## src/rtl/fd_pkg.sv

```systemverilog
package fd_pkg;
  typedef enum logic [1:0] {
    SRC_PHASE   = 2'b00,
    SRC_MAG     = 2'b01,
    SRC_INP     = 2'b10,
    SRC_INP_ALT = 2'b11
  } src_e;

  // in-phase source owns the resampler strobe
  function automatic logic src_uses_inphase(input logic [1:0] s);
    return s[1];
  endfunction
endpackage

```

## src/rtl/fd_delay_line.sv

```systemverilog
module fd_delay_line #(
  parameter int W     = 16,
  parameter int DEPTH = 8,
  parameter int SEL_W = $clog2(DEPTH)
) (
  input  logic             clk,
  input  logic             rst,
  input  logic             clr,
  input  logic             adv,
  input  logic [W-1:0]     din,
  input  logic [SEL_W-1:0] sel,
  output logic [W-1:0]     tap
);
  logic [W-1:0] mem [DEPTH];

  always_ff @(posedge clk) begin
    if (rst) begin
      for (int k = 0; k < DEPTH; k++) mem[k] <= '0;
    end else if (clr) begin
      for (int k = 1; k < DEPTH; k++) mem[k] <= '0;
      mem[0] <= adv ? din : '0;
    end else if (adv) begin
      mem[0] <= din;
      for (int k = 1; k < DEPTH; k++) mem[k] <= mem[k-1];
    end
  end

  // entry sel holds the sample sel+1 strobes back; a clear reads as zero
  assign tap = clr ? '0 : mem[sel];
endmodule

```

## src/rtl/fd_scale_sat.sv

```systemverilog
module fd_scale_sat #(
  parameter int IN_W  = 16,
  parameter int OUT_W = 18,
  parameter int SH_W  = 2
) (
  input  logic [IN_W-1:0]  din,
  input  logic [SH_W-1:0]  sh,
  output logic [OUT_W-1:0] dout
);
  localparam int MAX_SH = (1 << SH_W) - 1;
  localparam int EXT_W  = IN_W + MAX_SH;

  logic [EXT_W-1:0] wide;
  assign wide = {{MAX_SH{din[IN_W-1]}}, din} << sh;

  generate
    if (EXT_W > OUT_W) begin : g_clip
      localparam int HI_W = EXT_W - OUT_W + 1;
      logic [HI_W-1:0] hi_bits;
      logic            fits;
      assign hi_bits = wide[EXT_W-1:OUT_W-1];
      assign fits    = (hi_bits == '0) || (hi_bits == '1);
      always_comb begin
        if (fits)               dout = wide[OUT_W-1:0];
        else if (wide[EXT_W-1]) dout = {1'b1, {(OUT_W-1){1'b0}}};
        else                    dout = {1'b0, {(OUT_W-1){1'b1}}};
      end
    end else if (EXT_W == OUT_W) begin : g_same
      assign dout = wide;
    end else begin : g_ext
      assign dout = {{(OUT_W-EXT_W){wide[EXT_W-1]}}, wide};
    end
  endgenerate
endmodule

```

## src/rtl/freq_disc.sv

```systemverilog
module freq_disc #(
  parameter int PH_W    = 16,
  parameter int OUT_W   = 18,
  parameter int MAX_DLY = 8,
  parameter int MULT_W  = 2
) (
  input  logic                       clk,
  input  logic                       rst,
  input  logic [$clog2(MAX_DLY)-1:0] dly_sel,
  input  logic [MULT_W-1:0]          mult_sel,
  input  logic [1:0]                 src_sel,
  input  logic                       q_zero,
  input  logic [PH_W-1:0]            phase_in,
  input  logic                       phase_vld,
  input  logic [OUT_W-1:0]           mag_in,
  input  logic [OUT_W-1:0]           i_in,
  input  logic                       i_vld,
  input  logic [OUT_W-1:0]           q_in,
  output logic [OUT_W-1:0]           q_conv,
  output logic [OUT_W-1:0]           disc_out,
  output logic                       disc_vld
);
  import fd_pkg::*;

  localparam int DLY_W = $clog2(MAX_DLY);

  logic [DLY_W-1:0] dly_q;
  logic             dly_chg;
  logic [PH_W-1:0]  tap;
  logic [PH_W-1:0]  diff_w;
  logic             sel_stb;

  assign dly_chg = (dly_sel != dly_q);
  assign sel_stb = src_uses_inphase(src_sel) ? i_vld : phase_vld;

  always_ff @(posedge clk) begin
    if (rst) dly_q <= '0;
    else     dly_q <= dly_sel;
  end

  fd_delay_line #(.W(PH_W), .DEPTH(MAX_DLY), .SEL_W(DLY_W)) u_dline (
    .clk (clk),
    .rst (rst),
    .clr (dly_chg),
    .adv (phase_vld),
    .din (phase_in),
    .sel (dly_sel),
    .tap (tap)
  );

  // modulo-turn difference: natural wrap of the unsigned subtract
  assign diff_w = phase_in - tap;

  // stage 1
  logic              s1_vld;
  src_e              s1_src;
  logic [PH_W-1:0]   s1_diff;
  logic [OUT_W-1:0]  s1_byp;
  logic [MULT_W-1:0] s1_mult;

  always_ff @(posedge clk) begin
    if (rst) begin
      s1_vld  <= 1'b0;
      s1_src  <= SRC_PHASE;
      s1_diff <= '0;
      s1_byp  <= '0;
      s1_mult <= '0;
    end else begin
      s1_vld  <= sel_stb;
      s1_src  <= src_e'(src_sel);
      s1_diff <= diff_w;
      s1_byp  <= src_uses_inphase(src_sel) ? i_in : mag_in;
      s1_mult <= mult_sel;
    end
  end

  logic [OUT_W-1:0] scaled;

  fd_scale_sat #(.IN_W(PH_W), .OUT_W(OUT_W), .SH_W(MULT_W)) u_scale (
    .din  (s1_diff),
    .sh   (s1_mult),
    .dout (scaled)
  );

  // stage 2: registered outputs
  always_ff @(posedge clk) begin
    if (rst) begin
      disc_vld <= 1'b0;
      disc_out <= '0;
      q_conv   <= '0;
    end else begin
      disc_vld <= s1_vld;
      if (s1_vld) disc_out <= (s1_src == SRC_PHASE) ? scaled : s1_byp;
      q_conv <= q_zero ? '0 : q_in;
    end
  end
endmodule

```

## config.mk

```make
export PLATFORM = sky130hd
export DESIGN_NAME = freq_disc
export DESIGN_NICKNAME = d
export VERILOG_FILES = /design/src/rtl/fd_pkg.sv /design/src/rtl/fd_delay_line.sv /design/src/rtl/fd_scale_sat.sv /design/src/rtl/freq_disc.sv
export SDC_FILE = /design/constraint.sdc
export NUM_CORES = 1
export LEC_CHECK = 0
export ABC_AREA = 1
export BUFFER_PORTS_ARGS = -buffer_cell sky130_fd_sc_hd__buf_2
export CORE_ASPECT_RATIO = 1.4
export CORE_MARGIN = 2
export CORE_UTILIZATION = 53
export CTS_BUF_LIST = sky130_fd_sc_hd__clkbuf_8 sky130_fd_sc_hd__clkbuf_16
export DETAILED_ROUTE_END_ITERATION = 8
export GPL_ROUTABILITY_DRIVEN = 0
export PLACE_DENSITY_LB_ADDON = 0.3
export SLEW_MARGIN = 20
export SYNTH_ARGS = -nofsm -noshare
export SYNTH_HDL_FRONTEND = slang
export SYNTH_HIERARCHICAL = 1
export SYNTH_SLANG_ARGS = --single-unit
```

## constraint.sdc

```tcl
create_clock -name clk -period 2.6 [get_ports clk]
set_input_delay 0.26 -clock clk [delete_from_list [all_inputs] [get_ports clk]]
set_output_delay 0.26 -clock clk [all_outputs]
set_load 0.005 [all_outputs]
```

==> results of run 1 <==
[placed cells by master (no fill, tap or decap), types with 3 or more instances in the layout]
master         count
a21oi_1           49
inv_1            254
o21ai_0           24
buf_12             4
xnor2_1            3
nor2_4             3
ha_1              15
nand3_1          126
clkbuf_8           4
nand2_2            8
dfxtp_1          111
dlygate4sd3_1     33
buf_4             25
nor2_2             3
clkbuf_16         21
edfxtp_1          96
inv_2              7
nor2_1           216
buf_2            118
o211ai_1          18
nand2_1          412
[worst max-delay path, delay by kind of cell, from the launching register on]
| kind | cells | cell delay, ps |
|---|---|---|
| simple gates | 9 | 970 |
| fa+ha+maj | 1 | 380 |
| buf+inv | 3 | 310 |
| flops | 1 | 310 |
| xor+xnor | 1 | 150 |
| compound gates | 1 | 130 |
[state kept, by name, indices dropped and copies added, names as in the netlist]
register and flops:
s1_diff 16, s1_mult 2, disc_vld 1, s1_vld 1, s1_src 2, q_conv 18, s1_byp 18, disc_out 18
dly_q 3, u_dline/mem 128
[layout make-up]
| type | count | area (um2) |
|---|---|---|
| fillers | 1624 | 7080 |
| repair buffers | 180 | 1190 |
| clock buffers | 25 | 581 |
| flip-flops and latches | 207 | 5100 |
| inverters | 257 | 967 |
| multi-input cells | 894 | 3960 |
| clock inverters | 11 | 101 |
| well taps | 248 | 310 |
[kinds of logic after synthesis]
logic type / count (synthesis)
xor+xnor: 5
fa+ha+maj: 18
buf+inv: 324
compound gates: 91
flops: 207
simple gates: 780
[per-layer routing]
layer | global-route usage | vias to the layer above
met5 | 0 | -
met4 | 0.0810 | 0
met3 | 0.0335 | 49
met2 | 0.457 | 252
met1 | 0.267 | 4067
li1 | - | 4607
[worst max-delay path by stage]
stage / start / end / slack (ps)
6_report: dly_q[0] / s1_diff[15] / 230
4_1_cts: dly_q[0] / s1_diff[15] / 200
3_3_place_gp: dly_sel[1] / s1_diff[15] / 90
3_5_place_dp: dly_sel[1] / s1_diff[14] / 70
2_1_floorplan: dly_q[0] / u_dline/mem[0][0] / 170
5_1_grt: dly_q[1] / s1_diff[13] / 5
[where the power goes]
part           leakage (nW)  switching, mW  internal [mW]
Sequential             2.08         0.0594           3.53
Clock                 0.350           1.19           1.77
Combinational          3.47          0.660          0.401
[timing repair]
action	4_1_cts	5_1_grt
hold buffers	33	0
gates resized for setup	0	3
hold endpoints to repair	32	0
setup endpoints to repair	0	6
[per-stage QoR]
| stage | utilization | power (mW) | area (um2) | instances | worst slack [ps] |
|---|---|---|---|---|---|
| after floorplan | - | 4.37 | 10500 | 1425 | 171 |
| after global routing | 0.633 | 7.94 | 12200 | 1822 | 4.96 |
| after detailed placement | 0.580 | 4.66 | 11200 | 1753 | 73.7 |
| after CTS | 0.633 | 7.66 | 12200 | 1822 | 198 |
| after global placement | 0.580 | 4.65 | 11200 | 1753 | 93.2 |
| final | 0.633 | 7.62 | 12200 | 1822 | 232 |
==> report_table.html, run 1 <==
<table>
<tr><th>Metric</th><th>Value</th></tr>
<tr><th colspan="2">Clock tree</th></tr>
<tr><td>Insertion delay to the later sink of the worst-skew pair</td><td>between 400 and 500 ps</td></tr>
<tr><td>CTS tree</td><td>built</td></tr>
<tr><td>Root Buffer</td><td>clkbuf_16</td></tr>
<tr><td>H-tree levels</td><td>1</td></tr>
<tr><td>Max Root-Sink Buffers</td><td>3</td></tr>
<tr><td>Clock sink count</td><td>a little over 200</td></tr>
<tr><td>Number of buffers created by CTS</td><td>20</td></tr>
<tr><td>Clock input transition at the sequential cells of the worst setup and hold paths</td><td>roughly 60 ps</td></tr>
<tr><td>Setup repair bufs after CTS</td><td>0</td></tr>
<tr><th colspan="2">Routing</th></tr>
<tr><td>DRC violations left</td><td>0</td></tr>
<tr><td>Detailed route wirelength on metal3</td><td>~1.2 mm</td></tr>
<tr><td>Drt first pass iters</td><td>4</td></tr>
<tr><td>WL met1</td><td>9.47 mm</td></tr>
<tr><td>DR vias/cell</td><td>4.93</td></tr>
<tr><td>DR vias</td><td>~9000</td></tr>
<tr><td>Total wire length after detailed routing</td><td>approximately 24 mm</td></tr>
<tr><td>WL per Instance</td><td>about 13 um</td></tr>
<tr><td>Drt initial violations</td><td>484</td></tr>
<tr><td>Post-DRT Antenna Nets</td><td>0</td></tr>
<tr><td>Sum of met2 wire segment lengths after detailed routing</td><td>around 13 mm</td></tr>
<tr><td>Top metal layer carrying routed signals</td><td>met4</td></tr>
<tr><th colspan="2">Global route</th></tr>
<tr><td>Global router's overall resource usage</td><td>0.240</td></tr>
<tr><td>Leftover overflow at the end of global routing</td><td>0</td></tr>
<tr><td>Global-route wire length before repair</td><td>about 41 mm</td></tr>
<tr><td>Via count of the first global-routing pass</td><td>a little under 9000</td></tr>
<tr><td>Initial antenna violation count</td><td>0</td></tr>
<tr><td>Pin count of the biggest net entering global routing</td><td>81</td></tr>
<tr><th colspan="2">Critical path</th></tr>
<tr><td>Critical path's largest stage delay</td><td>about 380 ps</td></tr>
<tr><td>R2r worst-path depth</td><td>15</td></tr>
<tr><td>Arrival time of data at the critical path endpoint</td><td>2750 ps</td></tr>
<tr><td>Worst Path Class, Setup</td><td>reg2reg</td></tr>
<tr><td>CP Cell Sequence</td><td>xnor2_1 -&gt; nand3_1 -&gt; inv_2 -&gt; buf_12 -&gt; nand2_1 -&gt; nor2_1 -&gt; inv_1 -&gt; ha_2 -&gt; nand2_1 -&gt; nor2_1 -&gt; nand2_2 -&gt; nand2_2 -&gt; nand2_2 -&gt; a21oi_1 -&gt; nor2_1</td></tr>
<tr><td>FF-to-FF Start</td><td>dly_q[0]</td></tr>
<tr><td>Required time worst endpoint</td><td>2980 ps</td></tr>
<tr><td>Minimum setup slack among reg-to-reg paths</td><td>230 ps</td></tr>
<tr><td>Capturing point of the worst reg2reg path</td><td>s1_diff[15]</td></tr>
<tr><td>Worst-path fanout max</td><td>14</td></tr>
<tr><td>Critical path launch point type</td><td>register</td></tr>
<tr><td>Endpoint type of the worst setup path</td><td>register</td></tr>
<tr><td>Cell at the slowest stage of the critical path</td><td>ha_2</td></tr>
<tr><th colspan="2">Timing</th></tr>
<tr><td>Maximum operating frequency</td><td>approximately 420 MHz</td></tr>
<tr><td>Worst-margin pin slew</td><td>around 790 ps</td></tr>
<tr><td>Count of final max-slew check failures</td><td>0</td></tr>
<tr><td>Worst Skew</td><td>7.26 ps</td></tr>
<tr><td>Final-report setup violation count</td><td>0</td></tr>
<tr><td>Remaining max-slew budget at the tightest pin</td><td>0.473</td></tr>
<tr><td>Final hold violation count</td><td>0</td></tr>
<tr><td>Min Hold Slack</td><td>6.38 ps</td></tr>
<tr><td>Final critical-path required period</td><td>approximately 2400 ps</td></tr>
<tr><td>Post-route clock period utilization</td><td>0.911</td></tr>
<tr><td>Sum Neg Setup Slack</td><td>0 ps</td></tr>
<tr><td>RSZ-0062 raised after global routing</td><td>no</td></tr>
<tr><th colspan="2">Placed design</th></tr>
<tr><td>Number of port buffers</td><td>between 100 and 150</td></tr>
<tr><td>Detailed-placement wirelength estimate</td><td>between 15 and 20 mm</td></tr>
<tr><th colspan="2">Min path</th></tr>
<tr><td>Path type of the worst min-delay path</td><td>in2reg</td></tr>
<tr><td>End point of the most critical hold path</td><td>s1_byp[12]</td></tr>
<tr><td>Hold_sp</td><td>i_in[12]</td></tr>
<tr><td>Worst Hold Depth</td><td>3</td></tr>
<tr><th colspan="2">Synthesis</th></tr>
<tr><td>Top_reg_cell synth</td><td>dfxtp_1</td></tr>
<tr><td>Mean Syn Cell Area</td><td>between 7 and 8 um2</td></tr>
<tr><td>Adder and majority cell fraction of the synthesized area</td><td>0.0223</td></tr>
<tr><td>Number of flops mapped to enable cells by yosys</td><td>96</td></tr>
<tr><td>Warning count from the yosys run</td><td>6</td></tr>
<tr><td>Dominant combinational cell family by area after synthesis</td><td>simple AND/OR/NAND/NOR gates</td></tr>
<tr><td>Top-count cell post-synth</td><td>nand2_1</td></tr>
<tr><td>Number of nets in the synthesized netlist</td><td>around 1500</td></tr>
<tr><td>Distinct cell type count of the synthesized netlist</td><td>34</td></tr>
<tr><td>Post-synthesis compound-gate area fraction</td><td>0.0479</td></tr>
<tr><td>Post-synth top area cell</td><td>edfxtp_1</td></tr>
<tr><td>Share of synthesized area occupied by flip-flops and latches</td><td>0.488</td></tr>
<tr><td>List of most frequent post-synthesis cells</td><td>413 x nand2_1, 250 x inv_1, 217 x nor2_1</td></tr>
<tr><td>Xor/xnor cell area share of the yosys netlist</td><td>0.00419</td></tr>
<tr><td>Synth async-reset ratio</td><td>0</td></tr>
<tr><td>Gate count of the mapped netlist</td><td>between 1000 and 1500</td></tr>
<tr><td>Area share of and/or/nand/nor cells after synthesis</td><td>0.304</td></tr>
<tr><td>Area fraction of the dominant cell type after synthesis</td><td>0.276</td></tr>
<tr><td>Multiplexer share of the synthesized area</td><td>0</td></tr>
<tr><td>Number of flip-flops and latches in the synthesized netlist</td><td>just over 200</td></tr>
<tr><td>Netlist area before placement</td><td>0.0105 mm2</td></tr>
<tr><td>Leading post-synthesis cells by cell area</td><td>edfxtp_1 28%, dfxtp_1 21%, nand2_1 15%</td></tr>
<tr><th colspan="2">Flow run</th></tr>
<tr><td>Total of max-cap violations</td><td>0</td></tr>
<tr><th colspan="2">Layout</th></tr>
<tr><td>Total Nets Final</td><td>about 1700</td></tr>
<tr><td>Share of post-route cells with drive strength above 1</td><td>0.131</td></tr>
<tr><td>Relative area change from synthesis to final layout</td><td>16.8%</td></tr>
<tr><td>Antenna diode count</td><td>0</td></tr>
<tr><th colspan="2">Floorplan</th></tr>
<tr><td>Die extent in x</td><td>123 um</td></tr>
<tr><td>Die area</td><td>0.0209 mm2</td></tr>
<tr><td>Die Y</td><td>approximately 170 um</td></tr>
<tr><td>Num ports</td><td>roughly 120</td></tr>
<tr><td>Row Count</td><td>60</td></tr>
<tr><td>Std-Cell Core Area</td><td>just under 0.02 mm2</td></tr>
<tr><td>Starting density of the core</td><td>0.542</td></tr>
<tr><th colspan="2">Power</th></tr>
<tr><td>Largest vdd supply drop</td><td>~0.62 mV</td></tr>
<tr><td>P_leak</td><td>between 5 and 6 nW</td></tr>
<tr><td>Power density over cell area</td><td>between 600 and 700 mW/mm2</td></tr>
<tr><th colspan="2">Run status</th></tr>
<tr><td>Result of the run</td><td>finished, final reports clean</td></tr>
</table>
(Power assumes the default switching activity.)
==> run 2, diff against run 1 <==
- CTS_BUF_LIST: sky130_fd_sc_hd__clkbuf_8 sky130_fd_sc_hd__clkbuf_16 -> not set
- HOLD_SLACK_MARGIN: not set -> 0.08
- PLACE_DENSITY: not set -> 0.76
- PLACE_DENSITY_LB_ADDON: 0.3 -> not set
==> run 2 against run 1 <==
Non-clock buffer count rose by 31. Total power fell by 1.1%. Fmax fell by 2.9%. Clock power fell by 6%. Largest power group unchanged. Highest routed layer unchanged.
==> report_table.html, run 2 (synthesis results as in run 1) <==
<table>
<tr><th>Metric</th><th>Value</th></tr>
<tr><th colspan="2">Run status</th></tr>
<tr><td>Result of the run</td><td>finished, final reports clean (unchanged)</td></tr>
<tr><th colspan="2">Placed design</th></tr>
<tr><td>Place WS</td><td>92.2 ps (was 73.7 ps)</td></tr>
<tr><td>Number of port buffers</td><td>118 (unchanged)</td></tr>
<tr><td>Detailed-placement wirelength estimate</td><td>16.5 mm (was 16.6 mm)</td></tr>
<tr><td>Instance area after placement</td><td>0.0112 mm2 (about the same)</td></tr>
<tr><td>Cell Count Post-Placement</td><td>1754 (was 1753)</td></tr>
<tr><th colspan="2">Power</th></tr>
<tr><td>P_leak</td><td>6.05 nW (was 5.89 nW)</td></tr>
<tr><td>Overall power after layout</td><td>7.54 mW (was 7.62 mW)</td></tr>
<tr><td>Power density over cell area</td><td>597 mW/mm2 (was 624 mW/mm2)</td></tr>
<tr><td>Largest vdd supply drop</td><td>0.531 mV (was 0.619 mV)</td></tr>
<tr><th colspan="2">Critical path</th></tr>
<tr><td>Family with the most delay on the worst path</td><td>buffers and inverters (was simple AND/OR/NAND/NOR gates)</td></tr>
<tr><td>CP Cell Sequence</td><td>dlygate4sd3_1 -&gt; buf_6 -&gt; inv_4 -&gt; buf_12 -&gt; nand2_1 -&gt; nand3_1 -&gt; nand3_1 -&gt; nand2_1 -&gt; nor2_2 -&gt; inv_1 -&gt; ha_1 -&gt; nand2_1 -&gt; inv_1 -&gt; a21oi_1 -&gt; nand2_1 -&gt; o21ai_0 -&gt; a21oi_1 (was xnor2_1 -&gt; nand3_1 -&gt; inv_2 -&gt; buf_12 -&gt; nand2_1 -&gt; nor2_1 -&gt; inv_1 -&gt; ha_2 -&gt; nand2_1 -&gt; nor2_1 -&gt; nand2_2 -&gt; nand2_2 -&gt; nand2_2 -&gt; a21oi_1 -&gt; nor2_1)</td></tr>
<tr><td>Arrival time of data at the critical path endpoint</td><td>2820 ps (was 2750 ps)</td></tr>
<tr><td>Critical path launch point type</td><td>input pin (was register)</td></tr>
<tr><td>Worst-path fanout max</td><td>40 (was 14)</td></tr>
<tr><td>Endpoint type of the worst setup path</td><td>register (unchanged)</td></tr>
<tr><td>Critical path's largest stage delay</td><td>540 ps (was 380 ps)</td></tr>
<tr><td>Crit path buf inv count</td><td>6 (was 3)</td></tr>
<tr><td>Required time worst endpoint</td><td>2980 ps (about the same)</td></tr>
<tr><td>Cell at the slowest stage of the critical path</td><td>dlygate4sd3_1 (was ha_2)</td></tr>
<tr><td>Worst Path Class, Setup</td><td>in2reg (was reg2reg)</td></tr>
<tr><td>Cell occurring most often along the worst timing path</td><td>nand2_1</td></tr>
<tr><th colspan="2">Timing</th></tr>
<tr><td>Post-route clock period utilization</td><td>0.938 (was 0.911)</td></tr>
<tr><td>Remaining max-slew budget at the tightest pin</td><td>0.580 (was 0.473)</td></tr>
<tr><td>Final hold violation count</td><td>0 (unchanged)</td></tr>
<tr><td>Maximum operating frequency</td><td>410 MHz (was 422 MHz)</td></tr>
<tr><td>Fin worst setup slack</td><td>160 ps (was 232 ps)</td></tr>
<tr><td>Count of final max-slew check failures</td><td>0 (unchanged)</td></tr>
<tr><td>Final-report setup violation count</td><td>0 (unchanged)</td></tr>
<tr><td>Worst-margin pin slew</td><td>629 ps (was 789 ps)</td></tr>
<tr><td>Final critical-path required period</td><td>2440 ps (was 2370 ps)</td></tr>
<tr><td>Sum Neg Setup Slack</td><td>0 ps (unchanged)</td></tr>
<tr><td>Min Hold Slack</td><td>101 ps (was 6.38 ps)</td></tr>
<tr><td>Worst Skew</td><td>8.53 ps (was 7.26 ps)</td></tr>
<tr><th colspan="2">Routing</th></tr>
<tr><td>DR vias</td><td>9251 (was 8975)</td></tr>
<tr><td>Post-DRT Antenna Nets</td><td>0 (unchanged)</td></tr>
<tr><td>Drt initial violations</td><td>494 (was 484)</td></tr>
<tr><td>DRC violations left</td><td>0 (unchanged)</td></tr>
<tr><td>Drt first pass iters</td><td>5 (was 4)</td></tr>
<tr><td>DR vias/cell</td><td>4.99 (was 4.93)</td></tr>
<tr><td>Total wire length after detailed routing</td><td>26.1 mm (was 24.4 mm)</td></tr>
<tr><td>WL per Instance</td><td>14.1 um (was 13.4 um)</td></tr>
<tr><th colspan="2">Global route</th></tr>
<tr><td>Via count of the first global-routing pass</td><td>9061 (was 8829)</td></tr>
<tr><td>Initial antenna violation count</td><td>0 (unchanged)</td></tr>
<tr><td>Leftover overflow at the end of global routing</td><td>0 (unchanged)</td></tr>
<tr><td>Global-route wire length before repair</td><td>42.0 mm (was 40.9 mm)</td></tr>
<tr><td>Pin count of the biggest net entering global routing</td><td>65 (was 81)</td></tr>
<tr><td>Global router's overall resource usage</td><td>0.249 (was 0.240)</td></tr>
<tr><th colspan="2">Layout</th></tr>
<tr><td>Register bank with the most flops</td><td>u_dline/mem (unchanged)</td></tr>
<tr><td>Most common library cell in the layout ignoring fill and taps</td><td>nand2_1 (unchanged)</td></tr>
<tr><td>Sequential Area</td><td>0.00510 mm2 (unchanged)</td></tr>
<tr><td>Flip-flop count of the largest register after layout</td><td>128 (unchanged)</td></tr>
<tr><td>Final Non-Filler Cells</td><td>1853 (was 1822)</td></tr>
<tr><td>Filler cells</td><td>1533 (was 1624)</td></tr>
<tr><td>Relative area change from synthesis to final layout</td><td>20.7% (was 16.8%)</td></tr>
<tr><td>Antenna diode count</td><td>0 (unchanged)</td></tr>
<tr><td>Design area</td><td>0.0126 mm2 (was 0.0122 mm2)</td></tr>
<tr><td>Commonest cells after routing, fill and taps aside</td><td>410 x nand2_1, 250 x inv_1, 213 x nor2_1 (was 412 x nand2_1, 254 x inv_1, 216 x nor2_1)</td></tr>
<tr><td>Post-layout util</td><td>0.654 (was 0.633)</td></tr>
<tr><td>Share of post-route cells with drive strength above 1</td><td>0.141 (was 0.131)</td></tr>
<tr><td>Total Nets Final</td><td>1691 (was 1660)</td></tr>
<tr><td>Area of combinational cells with multiple inputs</td><td>0.00405 mm2 (was 0.00396 mm2)</td></tr>
<tr><th colspan="2">Floorplan</th></tr>
<tr><td>Die Y</td><td>170 um (unchanged)</td></tr>
<tr><td>Row Count</td><td>60 (unchanged)</td></tr>
<tr><td>Die area</td><td>0.0209 mm2 (unchanged)</td></tr>
<tr><td>Die extent in x</td><td>123 um (unchanged)</td></tr>
<tr><td>Starting density of the core</td><td>0.542 (unchanged)</td></tr>
<tr><td>Std-Cell Core Area</td><td>0.0193 mm2 (unchanged)</td></tr>
<tr><td>Num ports</td><td>119 (unchanged)</td></tr>
<tr><th colspan="2">Min path</th></tr>
<tr><td>Path type of the worst min-delay path</td><td>in2reg (unchanged)</td></tr>
<tr><th colspan="2">Clock tree</th></tr>
<tr><td>Root Buffer</td><td>clkbuf_16 (unchanged)</td></tr>
<tr><td>Clock sink count</td><td>207 (unchanged)</td></tr>
<tr><td>CTS tree</td><td>built (unchanged)</td></tr>
<tr><td>Number of buffers created by CTS</td><td>20 (unchanged)</td></tr>
<tr><td>Insertion delay to the later sink of the worst-skew pair</td><td>500 ps (was 490 ps)</td></tr>
<tr><td>H-tree levels</td><td>1 (unchanged)</td></tr>
<tr><td>Clock input transition at the sequential cells of the worst setup and hold paths</td><td>60 ps (about the same)</td></tr>
<tr><td>Max Root-Sink Buffers</td><td>3 (unchanged)</td></tr>
<tr><th colspan="2">Flow run</th></tr>
<tr><td>Total of max-cap violations</td><td>0 (unchanged)</td></tr>
</table>
[run 2: worst min-delay path, stage by stage]
cell and delay, ps:
buf_2 100, inv_1 40, nor2_1 80
[run 2: worst paths after layout]
check,cells after the start,startpoint,slack [ps],endpoint
max,17,dly_sel[0],160,s1_diff[6]
min,3,phase_in[2],100,u_dline/mem[0][2]
max reg2reg,14,dly_q[0],300,s1_diff[6]
min reg2reg,2,u_dline/mem[3][7],470,u_dline/mem[3][7]
[run 2: cell type report]
| cell class | count | area share |
|---|---|---|
| Sequential cell | 207 | 0.405 |
| Multi-Input combinational cell | 894 | 0.321 |
| Timing Repair Buffer | 211 | 0.123 |
| Inverter | 257 | 0.0768 |
| Clock buffer | 26 | 0.0456 |
| Tap cell | 248 | 0.0246 |
| Clock inverter | 10 | 0.00416 |
[run 2: per-layer routing]
layer  share of wire  vias to the layer above  GRT usage
met5               0                        -          0
met4           0.039                        0      0.103
met3           0.056                       60     0.0352
met2            0.52                      287      0.466
met1            0.38                     4230      0.278
li1                -                     4674          -
[run 2: power by group]
part           leakage [nW]  switching (mW)  internal (mW)  total (mW)
sequential             2.08          0.0713           3.53        3.60
clock                 0.323            1.22           1.57        2.79
combinational          3.65           0.689          0.460        1.15
total                  6.05            1.98           5.56        7.54
[run 2: what timing repair did]
action	in CTS	in global routing
hold buffers	61	0
resized for setup	0	25
hold endpoints to repair	43	0
setup endpoints to repair	0	10
buffers inserted	0	1
==> run 3, diff against run 2 <==
- CORE_ASPECT_RATIO: 1.4 -> 0.9
==> run 3 against run 2 <==
Flip-flop and latch count unchanged. Clock skew rose by 4.1 ps. Critical path depth shrank 1. Combinational power is essentially flat. Register-to-register slack worse by 98 ps. Fmax is 1.8% higher. Count of clock-buffer cells in the layout up 7. Die area hardly changed. Non-clock buffer count is 1 higher. Setup slack gained 42 ps. Clock power up 14%. First-iteration DRC count up 73%. Critical path type is now reg2reg. Critical endpoint is now s1_diff[15].
==> report_table.html, run 3 (synthesis results as in run 1) <==
<table>
<tr><th>Metric</th><th>Value</th></tr>
<tr><th colspan="2">Critical path</th></tr>
<tr><td>Arrival time of data at the critical path endpoint</td><td>2800 ps (was 2820 ps)</td></tr>
<tr><td>Critical path's largest stage delay</td><td>350 ps (was 540 ps)</td></tr>
<tr><td>Worst-path fanout max</td><td>4 (was 40)</td></tr>
<tr><td>Worst Path Class, Setup</td><td>reg2reg (was in2reg)</td></tr>
<tr><td>Cell at the slowest stage of the critical path</td><td>ha_1 (was dlygate4sd3_1)</td></tr>
<tr><td>Required time worst endpoint</td><td>3000 ps (was 2980 ps)</td></tr>
<tr><td>Critical path launch point type</td><td>register (was input pin)</td></tr>
<tr><td>Crit path buf inv count</td><td>4 (was 6)</td></tr>
<tr><td>Cell occurring most often along the worst timing path</td><td>nand2_1 (unchanged)</td></tr>
<tr><td>Endpoint type of the worst setup path</td><td>register (unchanged)</td></tr>
<tr><td>CP Cell Sequence</td><td>xnor2_1 -&gt; nand3_2 -&gt; inv_2 -&gt; buf_4 -&gt; nand2_1 -&gt; nor2_1 -&gt; inv_1 -&gt; ha_1 -&gt; nand2_2 -&gt; inv_1 -&gt; nand2_1 -&gt; nand2_1 -&gt; a21oi_1 -&gt; nand3_2 -&gt; nand2_1 -&gt; nor2_1 (was dlygate4sd3_1 -&gt; buf_6 -&gt; inv_4 -&gt; buf_12 -&gt; nand2_1 -&gt; nand3_1 -&gt; nand3_1 -&gt; nand2_1 -&gt; nor2_2 -&gt; inv_1 -&gt; ha_1 -&gt; nand2_1 -&gt; inv_1 -&gt; a21oi_1 -&gt; nand2_1 -&gt; o21ai_0 -&gt; a21oi_1)</td></tr>
<tr><td>Family with the most delay on the worst path</td><td>simple AND/OR/NAND/NOR gates (was buffers and inverters)</td></tr>
<tr><th colspan="2">Clock tree</th></tr>
<tr><td>CTS tree</td><td>built (unchanged)</td></tr>
<tr><td>Insertion delay to the later sink of the worst-skew pair</td><td>500 ps (about the same)</td></tr>
<tr><td>Clock input transition at the sequential cells of the worst setup and hold paths</td><td>60 ps (about the same)</td></tr>
<tr><td>Root Buffer</td><td>clkbuf_16 (unchanged)</td></tr>
<tr><td>Clock sink count</td><td>207 (unchanged)</td></tr>
<tr><td>Number of buffers created by CTS</td><td>22 (was 20)</td></tr>
<tr><td>H-tree levels</td><td>1 (unchanged)</td></tr>
<tr><td>Max Root-Sink Buffers</td><td>3 (unchanged)</td></tr>
<tr><th colspan="2">Layout</th></tr>
<tr><td>Flip-flop count of the largest register after layout</td><td>128 (unchanged)</td></tr>
<tr><td>Commonest cells after routing, fill and taps aside</td><td>412 x nand2_1, 249 x inv_1, 214 x nor2_1 (was 410 x nand2_1, 250 x inv_1, 213 x nor2_1)</td></tr>
<tr><td>Antenna diode count</td><td>0 (unchanged)</td></tr>
<tr><td>Share of post-route cells with drive strength above 1</td><td>0.137 (was 0.141)</td></tr>
<tr><td>Total Nets Final</td><td>1694 (was 1691)</td></tr>
<tr><td>Relative area change from synthesis to final layout</td><td>20.9% (was 20.7%)</td></tr>
<tr><td>Design area</td><td>0.0126 mm2 (about the same)</td></tr>
<tr><td>Register bank with the most flops</td><td>u_dline/mem (unchanged)</td></tr>
<tr><td>Filler cells</td><td>1623 (was 1533)</td></tr>
<tr><td>Post-layout util</td><td>0.656 (was 0.654)</td></tr>
<tr><td>Most common library cell in the layout ignoring fill and taps</td><td>nand2_1 (unchanged)</td></tr>
<tr><th colspan="2">Routing</th></tr>
<tr><td>Total wire length after detailed routing</td><td>26.6 mm (was 26.1 mm)</td></tr>
<tr><td>DR vias</td><td>9372 (was 9251)</td></tr>
<tr><td>DR vias/cell</td><td>5.04 (was 4.99)</td></tr>
<tr><td>WL per Instance</td><td>14.3 um (was 14.1 um)</td></tr>
<tr><td>DRC violations left</td><td>0 (unchanged)</td></tr>
<tr><td>Drt initial violations</td><td>855 (was 494)</td></tr>
<tr><td>Post-DRT Antenna Nets</td><td>0 (unchanged)</td></tr>
<tr><td>Drt first pass iters</td><td>5 (unchanged)</td></tr>
<tr><th colspan="2">Global route</th></tr>
<tr><td>Via count of the first global-routing pass</td><td>8725 (was 9061)</td></tr>
<tr><td>Leftover overflow at the end of global routing</td><td>0 (unchanged)</td></tr>
<tr><td>Global-route wire length before repair</td><td>42.6 mm (was 42.0 mm)</td></tr>
<tr><td>Global router's overall resource usage</td><td>0.249 (about the same)</td></tr>
<tr><td>Initial antenna violation count</td><td>0 (unchanged)</td></tr>
<tr><td>Pin count of the biggest net entering global routing</td><td>45 (was 65)</td></tr>
<tr><th colspan="2">Floorplan</th></tr>
<tr><td>Std-Cell Core Area</td><td>0.0193 mm2 (about the same)</td></tr>
<tr><td>Row Count</td><td>48 (was 60)</td></tr>
<tr><td>Die Y</td><td>137 um (was 170 um)</td></tr>
<tr><td>Die area</td><td>0.0209 mm2 (about the same)</td></tr>
<tr><td>Starting density of the core</td><td>0.542 (about the same)</td></tr>
<tr><td>Die extent in x</td><td>152 um (was 123 um)</td></tr>
<tr><td>Num ports</td><td>119 (unchanged)</td></tr>
<tr><th colspan="2">Timing</th></tr>
<tr><td>Count of final max-slew check failures</td><td>0 (unchanged)</td></tr>
<tr><td>Maximum operating frequency</td><td>417 MHz (was 410 MHz)</td></tr>
<tr><td>Worst-margin pin slew</td><td>786 ps (was 629 ps)</td></tr>
<tr><td>Final critical-path required period</td><td>2400 ps (was 2440 ps)</td></tr>
<tr><td>Post-route clock period utilization</td><td>0.922 (was 0.938)</td></tr>
<tr><td>RSZ-0062 raised after global routing</td><td>no</td></tr>
<tr><td>Final-report setup violation count</td><td>0 (unchanged)</td></tr>
<tr><td>Worst Skew</td><td>12.6 ps (was 8.53 ps)</td></tr>
<tr><td>Min Hold Slack</td><td>92.2 ps (was 101 ps)</td></tr>
<tr><td>Remaining max-slew budget at the tightest pin</td><td>0.475 (was 0.580)</td></tr>
<tr><td>Final hold violation count</td><td>0 (unchanged)</td></tr>
<tr><th colspan="2">Placed design</th></tr>
<tr><td>Number of port buffers</td><td>118 (unchanged)</td></tr>
<tr><td>Instance area after placement</td><td>0.0112 mm2 (about the same)</td></tr>
<tr><td>Detailed-placement wirelength estimate</td><td>17.6 mm (was 16.5 mm)</td></tr>
<tr><th colspan="2">Run status</th></tr>
<tr><td>Result of the run</td><td>finished, final reports clean (unchanged)</td></tr>
<tr><th colspan="2">Power</th></tr>
<tr><td>P_leak</td><td>6.08 nW (was 6.05 nW)</td></tr>
<tr><td>Power density over cell area</td><td>628 mW/mm2 (was 597 mW/mm2)</td></tr>
<tr><td>Largest vdd supply drop</td><td>0.395 mV (was 0.531 mV)</td></tr>
<tr><th colspan="2">Flow run</th></tr>
<tr><td>Total of max-cap violations</td><td>0 (unchanged)</td></tr>
<tr><th colspan="2">Min path</th></tr>
<tr><td>Path type of the worst min-delay path</td><td>in2reg (unchanged)</td></tr>
</table>
==> run 3: power breakdown <==
group	switching [mW]	internal, mW
Clock	1.27	1.92
Sequential	0.0656	3.53
Combinational	0.707	0.443
==> run 3: repair_timing <==
action,in CTS,in global routing
gates resized for setup,0,9
buffers inserted,0,3
endpoints found under the setup margin,0,12
endpoints found under the hold margin,43,0
hold buffers,61,0
==> run 3: area by class of cell <==
class	instances	area, um2	area share
inverter	257	967	0.0765
timing repair buffer	212	1510	0.120
clock inverter	6	60.1	0.00475
tap	250	313	0.0247
sequential	207	5100	0.404
multi-input combinational	894	4000	0.316
clock buffer	33	684	0.0541
==> run 3: worst paths after layout <==
check               start            endpoint  slack, ps  cells after the start
max              dly_q[1]         s1_diff[15]        200                     16
min          phase_in[14]  u_dline/mem[0][14]         90                      3
max reg2reg      dly_q[1]         s1_diff[15]        200                     16
min reg2reg        s1_vld            disc_vld        440                      2
==> run 3: worst min-delay path, cell delays in order <==
cell	delay, ps
buf_2	90
inv_1	30
nor2_1	90
==> run 3: per-stage QoR <==
step / power, mW / setup TNS [ps] / instances / worst slack [ps]
3_5_place_dp: 4.69 / -69.8 / 1756 / -41.1
3_3_place_gp: 4.67 / 0 / 1756 / 27.7
5_1_grt: 8.26 / 0 / 1859 / 5.28
2_1_floorplan: 4.37 / 0 / 1425 / 171
6_report: 7.94 / 0 / 1859 / 202
4_1_cts: 7.95 / 0 / 1856 / 52.8
==> run 3: metal layers <==
layer / track usage / up-vias / part of all wire
met4: 0.0649 / 0 / 0.023
li1: - / 4680 / -
met1: 0.342 / 4309 / 0.44
met5: 0 / - / 0
met2: 0.405 / 332 / 0.46
met3: 0.0541 / 51 / 0.085
